[config.mk]
export PLATFORM = sky130hd
export DESIGN_NAME = interval_combiner
export DESIGN_NICKNAME = d
export VERILOG_FILES = /design/src/rtl/ti_pkg.sv /design/src/rtl/ti_sync_edge.sv /design/src/rtl/ti_span_counter.sv /design/src/rtl/ti_result_fifo.sv /design/src/rtl/interval_combiner.sv
export SDC_FILE = /design/constraint.sdc
export NUM_CORES = 1
export LEC_CHECK = 0
export ABC_AREA = 0
export CORE_UTILIZATION = 50
export CTS_BUF_LIST = sky130_fd_sc_hd__clkbuf_4
export DETAILED_ROUTE_END_ITERATION = 6
export PLACE_DENSITY = 0.72
export SETUP_SLACK_MARGIN = 0.4
export SYNTH_ARGS = -nofsm -noshare
export SYNTH_HDL_FRONTEND = slang
export SYNTH_SLANG_ARGS = --single-unit
[constraint.sdc]
create_clock -name clk -period 2.2 [get_ports clk]
set_clock_uncertainty 0.05 [all_clocks]
set_input_delay 0.33 -clock clk [delete_from_list [all_inputs] [get_ports clk]]
set_output_delay 0.33 -clock clk [all_outputs]
set_load 0.02 [all_outputs]
[src/rtl/ti_pkg.sv]
package ti_pkg;
  localparam int PHASES = 4;
  localparam int SEG_W  = 2;
  typedef enum logic {MS_IDLE, MS_OPEN} meas_state_e;
endpackage

[src/rtl/ti_sync_edge.sv]
module ti_sync_edge #(
  parameter int STAGES = 2
) (
  input  logic clk,
  input  logic rst_n,
  input  logic level_in,
  output logic rise_o
);
  logic [STAGES-1:0] chain_q;
  logic              last_q;

  always_ff @(posedge clk or negedge rst_n) begin
    if (!rst_n) begin
      chain_q <= '0;
      last_q  <= 1'b0;
    end else begin
      chain_q <= {chain_q[STAGES-2:0], level_in};
      last_q  <= chain_q[STAGES-1];
    end
  end

  assign rise_o = chain_q[STAGES-1] & ~last_q;
endmodule

[src/rtl/ti_span_counter.sv]
module ti_span_counter
  import ti_pkg::*;
#(
  parameter int CNT_W  = 16,
  parameter int FINE_K = 64,
  parameter int FW     = 6,
  parameter int SPAN_W = 24
) (
  input  logic              clk,
  input  logic              rst_n,
  input  logic              start_hit,
  input  logic [SEG_W-1:0]  st_seg,
  input  logic [FW-1:0]     st_fine,
  input  logic              stop_hit,
  input  logic [SEG_W-1:0]  sp_seg,
  input  logic [FW-1:0]     sp_fine,
  output logic              push_o,
  output logic [SPAN_W:0]   word_o
);
  localparam logic [CNT_W-1:0]  CNT_CEIL = '1;
  localparam logic [SPAN_W-1:0] PERIOD   = SPAN_W'(PHASES * FINE_K);
  localparam logic [SPAN_W-1:0] SEG_LSB  = SPAN_W'(FINE_K);

  meas_state_e       state_q;
  logic [CNT_W-1:0]  cnt_q;
  logic              sat_q;
  logic [SPAN_W-1:0] st_term_q;
  logic [SPAN_W-1:0] st_term_now, sp_term_now, span_now;

  always_comb begin
    st_term_now = SPAN_W'(st_seg) * SEG_LSB + SPAN_W'(st_fine);
    sp_term_now = SPAN_W'(sp_seg) * SEG_LSB + SPAN_W'(sp_fine);
    span_now    = SPAN_W'(cnt_q) * PERIOD + st_term_q - sp_term_now;
  end

  always_ff @(posedge clk or negedge rst_n) begin
    if (!rst_n) begin
      state_q   <= MS_IDLE;
      cnt_q     <= '0;
      sat_q     <= 1'b0;
      st_term_q <= '0;
      push_o    <= 1'b0;
      word_o    <= '0;
    end else begin
      push_o <= 1'b0;
      unique case (state_q)
        MS_IDLE: if (start_hit) begin
          state_q   <= MS_OPEN;
          cnt_q     <= CNT_W'(1);
          sat_q     <= 1'b0;
          st_term_q <= st_term_now;
        end
        MS_OPEN: begin
          if (stop_hit) begin
            push_o  <= 1'b1;
            word_o  <= {sat_q, span_now};
            state_q <= MS_IDLE;
          end else if (cnt_q == CNT_CEIL) begin
            sat_q <= 1'b1;
          end else begin
            cnt_q <= cnt_q + CNT_W'(1);
          end
        end
        default: state_q <= MS_IDLE;
      endcase
    end
  end
endmodule

[src/rtl/ti_result_fifo.sv]
module ti_result_fifo #(
  parameter int DW    = 25,
  parameter int DEPTH = 4
) (
  input  logic          clk,
  input  logic          rst_n,
  input  logic          push,
  input  logic [DW-1:0] din,
  output logic          valid_o,
  input  logic          ready_i,
  output logic [DW-1:0] dout,
  output logic          drop_o
);
  localparam int AW = (DEPTH > 1) ? $clog2(DEPTH) : 1;

  logic [DW-1:0] mem [DEPTH];
  logic [AW:0]   wr_q, rd_q;
  logic          full, empty;

  assign empty   = (wr_q == rd_q);
  assign full    = (wr_q[AW] != rd_q[AW]) && (wr_q[AW-1:0] == rd_q[AW-1:0]);
  assign valid_o = !empty;
  assign dout    = mem[rd_q[AW-1:0]];

  always_ff @(posedge clk) begin
    if (push && !full) mem[wr_q[AW-1:0]] <= din;
  end

  always_ff @(posedge clk or negedge rst_n) begin
    if (!rst_n) begin
      wr_q   <= '0;
      rd_q   <= '0;
      drop_o <= 1'b0;
    end else begin
      if (push && !full) wr_q <= wr_q + 1'b1;
      if (push && full)  drop_o <= 1'b1;
      if (!empty && ready_i) rd_q <= rd_q + 1'b1;
    end
  end
endmodule

[src/rtl/interval_combiner.sv]
module interval_combiner
  import ti_pkg::*;
#(
  parameter  int CNT_W       = 16,
  parameter  int FINE_K      = 64,
  parameter  int FIFO_DEPTH  = 4,
  parameter  int SYNC_STAGES = 2,
  localparam int FW          = $clog2(FINE_K),
  localparam int SPAN_W      = CNT_W + $clog2(PHASES * FINE_K)
) (
  input  logic              clk,
  input  logic              rst_n,
  input  logic              start_in,
  input  logic [1:0]        start_seg,
  input  logic [FW-1:0]     start_fine,
  input  logic              stop_in,
  input  logic [1:0]        stop_seg,
  input  logic [FW-1:0]     stop_fine,
  output logic              res_valid,
  input  logic              res_ready,
  output logic [SPAN_W:0]   res_word,
  output logic              overrun
);
  logic start_hit, stop_hit, push;
  logic [SPAN_W:0] word;

  ti_sync_edge #(.STAGES(SYNC_STAGES)) u_sync_start (
    .clk(clk), .rst_n(rst_n), .level_in(start_in), .rise_o(start_hit));
  ti_sync_edge #(.STAGES(SYNC_STAGES)) u_sync_stop (
    .clk(clk), .rst_n(rst_n), .level_in(stop_in), .rise_o(stop_hit));

  ti_span_counter #(.CNT_W(CNT_W), .FINE_K(FINE_K), .FW(FW), .SPAN_W(SPAN_W)) u_span (
    .clk(clk), .rst_n(rst_n),
    .start_hit(start_hit), .st_seg(start_seg), .st_fine(start_fine),
    .stop_hit(stop_hit), .sp_seg(stop_seg), .sp_fine(stop_fine),
    .push_o(push), .word_o(word));

  ti_result_fifo #(.DW(SPAN_W + 1), .DEPTH(FIFO_DEPTH)) u_fifo (
    .clk(clk), .rst_n(rst_n), .push(push), .din(word),
    .valid_o(res_valid), .ready_i(res_ready), .dout(res_word), .drop_o(overrun));
endmodule

==> summary.txt, run 1 <==
Floorplan
  • Core area: 13,500 um^2
  • DIE WIDTH: 121 um
  • Number of I/O pins: 48
  • Initial Util: 52.1%
  • Full die area: 14,600 um^2
  • Row count: 42
  • Die height: 121 um

Synth
  • Post-synthesis register bit count: 165
  • Dominant synthesized flop cell: edfxtp_1
  • Syn Inst Count: 496
  • Compound-Gate Fraction of Synth Area: 5.28%
  • Dominant cell by count in the synthesized netlist: edfxtp_1
  • Top cells by count, synth: 100 x edfxtp_1, 65 x dfrtp_1, 63 x nand2_1, 25 x mux4_2, 24 x o21ai_0
  • EDFF count, synth: 100
  • Register area share after synthesis: 65.8%
  • Post-Synth Adder-Cell Area: 2.95%
  • Synth Area in XOR/XNOR: 4.85%
  • Synth area leaders: edfxtp_1 43%, dfrtp_1 23%, mux4_2 8.0%
  • Synth area leader: edfxtp_1
  • Netlist cell types: 51
  • Syn. warnings: 0
  • Syn nets: 533
  • Post-synth ARST share: 39.4%
  • Synth top area share: 42.7%
  • Mux contribution to synthesized area: 8.16%
  • Largest family of logic cells by synthesized area: simple AND/OR/NAND/NOR gates
  • Mapped cell area: 7040 um^2
  • Simple-gate share of the synthesized area: 10.4%
  • Mapped Avg Cell Area: 14.2 um^2

Timing
  • Slew Viols, Final: 0
  • Final TNS setup: -3.20 ns
  • Setup violations, final: 33
  • RSZ-0062 raised after global routing: yes
  • Worst rel slew slack: 51.4%
  • Fmax: 426 MHz
  • Final WS setup: -0.145 ns
  • Tmin final: 2.34 ns
  • Slew @ Worst Pin: 0.728 ns
  • Final Hold Fails: 0
  • Fin crit share: 107%
  • Fin Hold WS: 0.139 ns

Power and ir drop
  • LEAKAGE: 3.57 nW
  • Power Density: 1140 nW/um^2
  • Int Power: 6.67 mW
  • Sequential share of power: 42.7%
  • Switching Share: 35.8%
  • Tot Pwr: 10.4 mW
  • Clk pwr share: 14.9%
  • Comb pwr share: 42.4%
  • Worst vdd ir: 403 uV
  • Net Sw Power: 3.72 mW

Critical path
  • Crit-path cells: buf_12 > buf_16 > mux4_2 > buf_6
  • CP max-delay cell: mux4_2
  • Critical-path maximum fanout: 5
  • Worst Setup Start Kind: flop
  • Crit end category: output port
  • Max stage delay on crit path: 0.52 ns
  • Critical path class: flop to output port
  • Critical path arrival: 1.96 ns
  • Worst path required time: 1.82 ns

CTS
  • H-tree Lvls: 4
  • Cts bufs inserted: 17
  • Clk_lat worst skew: 0.57 ns
  • Maximum clock path buffer count: 2
  • CTS Root Cell: clkbuf_4
  • TritonCTS clock tree: done
  • CTS Sinks: 165
  • Clock-pin transition on the worst setup and hold timing paths: 0.13 ns

Cells and area
  • Design area: 9100 um^2
  • Fraction of layout instances using a drive strength above 1: 38.7%
  • Fin cells: 807
  • Nets: 654
  • Layout area overhead: 29.3%

Drt
  • Vias: 4,551
  • WL met1: 6240 um
  • Routed Antenna Nets: 0
  • Met2 Wirelength: 8160 um
  • Met3 routed WL: 689 um
  • WL final: 15,300 um
  • Via density per instance: 5.64
  • Initial DRC count: 327
  • DR WL/cell: 19.0 um
  • First-pass detailed-route iteration total: 4
  • DRC: 0
  • Top layer in use: met4

Placed design
  • Gp weighted congestion: 0.842
  • Post-place instance area: 8090 um^2
  • Port Buffers: 47
  • Dpl cells: 728
  • Final HPWL DP: 8470 um

GRT
  • Largest net degree at the start of global routing: 52
  • First-pass GRT wire length: 23,800 um
  • Antenna violations before repair: 1
  • Total gr overflow: 0
  • Total track usage: 22.1%
  • Vias in the first global route: 4,672

Worst hold path
  • Min-delay worst type: input port to flop

Flow run
  • Max-cap violations: 0

Status
  • Status: finished with violations
  • Failing checks: negative setup slack
[cell type report]
| type | count | area, um^2 |
|---|---|---|
| tap | 176 | 220 |
| fill | 910 | 4410 |
| clock inverter | 13 | 100 |
| antenna | 1 | 2.50 |
| multi-input combinational | 301 | 2830 |
| clock buffer | 19 | 143 |
| timing repair buffer | 114 | 1100 |
| sequential | 165 | 4640 |
| inverter | 18 | 67.6 |
[state kept, by name (all words and copies together) (netlist names)]
signal,count
u_fifo.mem,100
u_sync_start.chain_q,2
u_span.word_o,25
u_span.sat_q,1
u_fifo.wr_q,3
u_fifo.rd_q,3
u_sync_start.last_q,1
u_fifo.drop_o,1
u_sync_stop.chain_q,2
u_span.st_term_q,8
u_span.state_q,1
u_span.push_o,1
u_span.cnt_q,16
u_sync_stop.last_q,1
[stage by stage]
step / util [%] / setup WS, ns
6_report: 67.4 / -0.145
5_1_grt: 67.4 / -0.259
4_1_cts: 64.1 / -0.199
3_5_place_dp: 59.9 / -0.535
3_3_place_gp: 59.9 / -0.441
2_1_floorplan: - / 0.0356
[power by group through the flow]
stage / clock network, mW / logic, mW / registers [mW]
2_1_floorplan: 0 / 2.37 / 4.27
3_3_place_gp: 0 / 3.45 / 4.41
3_5_place_dp: 0 / 3.51 / 4.46
4_1_cts: 1.58 / 3.87 / 4.41
5_1_grt: 1.71 / 4.74 / 4.49
6_report: 1.55 / 4.41 / 4.43
[final timing paths]
kind | to | start | cells past startpoint | slack, ns
worst max-delay path | res_word[21] | u_fifo.rd_q[0] | 4 | -0.14
worst min-delay path | u_sync_stop.chain_q[0] | stop_in | 1 | 0.14
worst max register to register | u_span.word_o[14] | u_span.st_term_q[0] | 10 | -0.13
worst min register to register | u_sync_start.chain_q[1] | u_sync_start.chain_q[0] | 0 | 0.32
max in group asynchronous | u_fifo.rd_q[0] | rst_n | 3 | 1.17
min in group asynchronous | u_span.cnt_q[7] | rst_n | 2 | 0.29
[cells in the final DEF, fill, tap and decap left out, types with 4 or more instances in the layout]
cell type        instances
a21oi_1                  6
and3_4                  14
buf_12                   6
buf_2                   11
buf_4                   47
buf_6                   26
clkbuf_4                19
clkdlybuf4s50_1         19
dfrtp_1                 56
dfrtp_2                  9
edfxtp_1               100
ha_1                     7
ha_4                     8
inv_1                   17
mux4_2                  25
nand2_1                 58
nand2_2                  4
nand3_1                 10
nand3_2                  6
nand4_1                  6
nor2_1                  18
o21ai_0                 15
o21ai_1                 14
xnor2_1                 15
xor2_1                  18
[what timing repair did]
| action | CTS | global route |
|---|---|---|
| setup buffers | 9 | 21 |
| hold buffers | 1 | 0 |
| endpoints found under the setup margin | 157 | 165 |
| gates cloned | 13 | 2 |
| gates resized for setup | 173 | 58 |
| pin swaps | 26 | 32 |
| endpoints found under the hold margin | 30 | 0 |
[layer usage]
metal | track usage [%] | up-vias
li1 | - | 2083
met5 | 0 | -
met1 | 27.1 | 2306
met4 | 7.56 | 0
met3 | 5.75 | 22
met2 | 38.1 | 140
[cells by family (layout without fill, tap and decap cells)]
logic type | after synthesis | after routing
buf+inv | 43 | 164
mux | 26 | 26
xor+xnor | 39 | 39
compound gates | 61 | 61
fa+ha+maj | 16 | 16
other cells | 0 | 1
flops | 165 | 165
simple gates | 146 | 159
[worst max-delay path, delay by kind of cell (launching register included)]
kind | cells | cell delay (ns)
flops | 1 | 0.47
buf+inv | 3 | 0.41
mux | 1 | 0.52
Note: power is estimated with default switching activity, not from simulation.
==> inputs of run 2 (changes only) <==
--- a/config.mk
+++ b/config.mk
@@ -11,6 +11,7 @@
 export DETAILED_ROUTE_END_ITERATION = 6
 export PLACE_DENSITY = 0.72
 export SETUP_SLACK_MARGIN = 0.4
+export SLEW_MARGIN = 15
 export SYNTH_ARGS = -nofsm -noshare
 export SYNTH_HDL_FRONTEND = slang
 export SYNTH_SLANG_ARGS = --single-unit
==> results of run 2 <==
The final DEF is identical to that of run 1; final timing and power are the same.
==> inputs of run 3 (changes only) <==
--- a/config.mk
+++ b/config.mk
@@ -11,6 +11,7 @@
 export DETAILED_ROUTE_END_ITERATION = 6
 export PLACE_DENSITY = 0.72
 export SETUP_SLACK_MARGIN = 0.4
+export SKIP_LAST_GASP = 1
 export SLEW_MARGIN = 15
 export SYNTH_ARGS = -nofsm -noshare
 export SYNTH_HDL_FRONTEND = slang
==> run 3 against run 2 <==
The run still ends with negative setup slack left. Flip-flop and latch count is the same. Critical path type unchanged. Sequential share of layout area shrank 0.32 points. Non-clock buffer count is the same.
==> summary.txt, run 3 (synthesized netlist as in run 1, its figures left out) <==
CTS
  • Cts bufs inserted: 17
  • H-tree Lvls: 4
  • Clk_lat worst skew: 0.57 ns
  • Clock-pin transition on the worst setup and hold timing paths: 0.13 ns
  • CTS Sinks: 165
  • Maximum clock path buffer count: 2
  • CTS Root Cell: clkbuf_4
  • TritonCTS clock tree: done

GRT
  • Total track usage: 22.0%
  • Largest net degree at the start of global routing: 52
  • GRT met3 Usage: 5.85%
  • Total gr overflow: 0
  • Antenna violations before repair: 1
  • Vias in the first global route: 4,638
  • First-pass GRT wire length: 23,700 um
  • M1 GR Usage: 27.2%
  • Gr busiest metal: met2
  • Met2 GRT Util: 37.8%

Floorplan
  • Die height: 121 um
  • Core area: 13,500 um^2
  • Full die area: 14,600 um^2
  • Initial Util: 52.1%
  • Number of I/O pins: 48
  • Row count: 42
  • DIE WIDTH: 121 um

Placed design
  • Dpl cells: 728
  • Pre-CTS setup slack: -0.535 ns
  • Port Buffers: 47
  • Final HPWL DP: 8470 um
  • Post-place instance area: 8090 um^2
  • Gp weighted congestion: 0.842

Power and ir drop
  • Power Density: 1140 nW/um^2
  • Worst vdd ir: 399 uV
  • LEAKAGE: 3.58 nW

Critical path
  • Crit path buf inv count: 2
  • Critical-path maximum fanout: 10
  • Critical path class: flop to output port
  • Worst path required time: 1.82 ns
  • Crit end category: output port
  • Crit path max-delay family: multiplexers
  • Max stage delay on crit path: 0.53 ns
  • Critical path arrival: 2.01 ns
  • CP max-delay cell: mux4_2
  • Crit-path cells: buf_12 > mux4_2 > clkdlybuf4s15_2
  • Worst Setup Start Kind: flop

Timing
  • Setup violations, final: 33
  • Tmin final: 2.39 ns
  • Final WS setup: -0.190 ns
  • Final Hold Fails: 0
  • Worst rel slew slack: 50.8%
  • Fmax: 418 MHz
  • RSZ-0062 raised after global routing: yes
  • Slew Viols, Final: 0
  • Slew @ Worst Pin: 0.738 ns
  • Fin crit share: 109%

Cells and area
  • Fraction of layout instances using a drive strength above 1: 38.7%
  • Design area: 9160 um^2
  • Commonest non-fill, non-tap cell in the layout: edfxtp_1
  • Max reg flops: 100
  • Fin cells: 807
  • Most frequent cells in the layout: 100 x edfxtp_1, 58 x nand2_1, 56 x dfrtp_1
  • Layout area overhead: 30.1%
  • Nets: 654

Drt
  • First-pass detailed-route iteration total: 4
  • WL final: 15,100 um
  • Vias: 4,516
  • Initial DRC count: 287
  • DRC: 0
  • Routed Antenna Nets: 0
  • DR WL/cell: 18.7 um
  • Via density per instance: 5.60

Status
  • Failing checks: negative setup slack
  • Status: finished with violations

Worst hold path
  • Min-delay worst type: input port to flop

Flow run
  • Max-cap violations: 0
-- run 3: stage by stage --
step | utilization (%) | power [mW] | TNS, ns | hold WS (ns)
finish | 67.8 | 10.4 | -3.99 | 0.147
global route | 67.8 | 11.0 | -7.17 | 0.0999
CTS | 64.5 | 9.93 | -5.44 | 0.101
detailed placement | 59.9 | 7.98 | -7.01 | 0.295
global placement | 59.9 | 7.86 | -5.80 | 0.287
floorplan | - | 6.65 | 0 | -0.0156
-- run 3: worst reg2reg max path, delay by kind of cell (launching register included) --
kind	cells	cell delay [ns]
xor gates and xnor gates	1	0.16
DFF	1	0.39
AOI/OAI and AO/OA	3	0.70
and+or+nand+nor	2	0.31
buffers and inverters	2	0.24
adders and majority gates	2	0.36
-- run 3: routing by layer --
metal	routed length, um	up-vias
li1	-	2076
met1	6090	2273
met2	8060	146
met3	715	21
met4	246	0
met5	0	-
-- run 3: layout make-up --
cell class                      count  area [um^2]
Multi-Input combinational cell    301         2830
Sequential cell                   165         4640
Antenna cell                        1         2.50
Clock buffer                       19          143
Clock inverter                     13          100
Timing Repair Buffer              114         1150
Tap cell                          176          220
Fill cell                         908         4350
Inverter                           18         67.6
-- run 3: report_power, final --
| group | internal, mW | total (mW) | leakage [nW] | switching (mW) |
|---|---|---|---|---|
| logic | 2.30 | 4.47 | 1.71 | 2.16 |
| registers | 3.95 | 4.43 | 1.74 | 0.484 |
| clock network | 0.485 | 1.54 | 0.129 | 1.06 |
| total | 6.73 | 10.4 | 3.58 | 3.71 |
-- run 3: timing repair --
item                                    CTS  global route
resized for setup                       157            64
gates cloned                             13             2
hold buffers                              1             0
setup buffers                             9            21
pin swaps                                26            31
endpoints found under the hold margin    30             0
endpoints found under the setup margin  157           164
-- run 3: final timing paths --
| path | cells past startpoint | start | slack (ns) | to |
|---|---|---|---|---|
| worst max register to register | 10 | u_span.st_term_q[0] | -0.13 | u_span.word_o[14] |
| max in group asynchronous | 3 | rst_n | 1.16 | u_fifo.rd_q[0] |
| worst max-delay path | 3 | u_fifo.rd_q[0] | -0.19 | res_word[7] |
| worst min register to register | 0 | u_sync_start.chain_q[0] | 0.32 | u_sync_start.chain_q[1] |
| worst min-delay path | 1 | stop_in | 0.15 | u_sync_stop.chain_q[0] |
| min in group asynchronous | 2 | rst_n | 0.29 | u_span.cnt_q[7] |
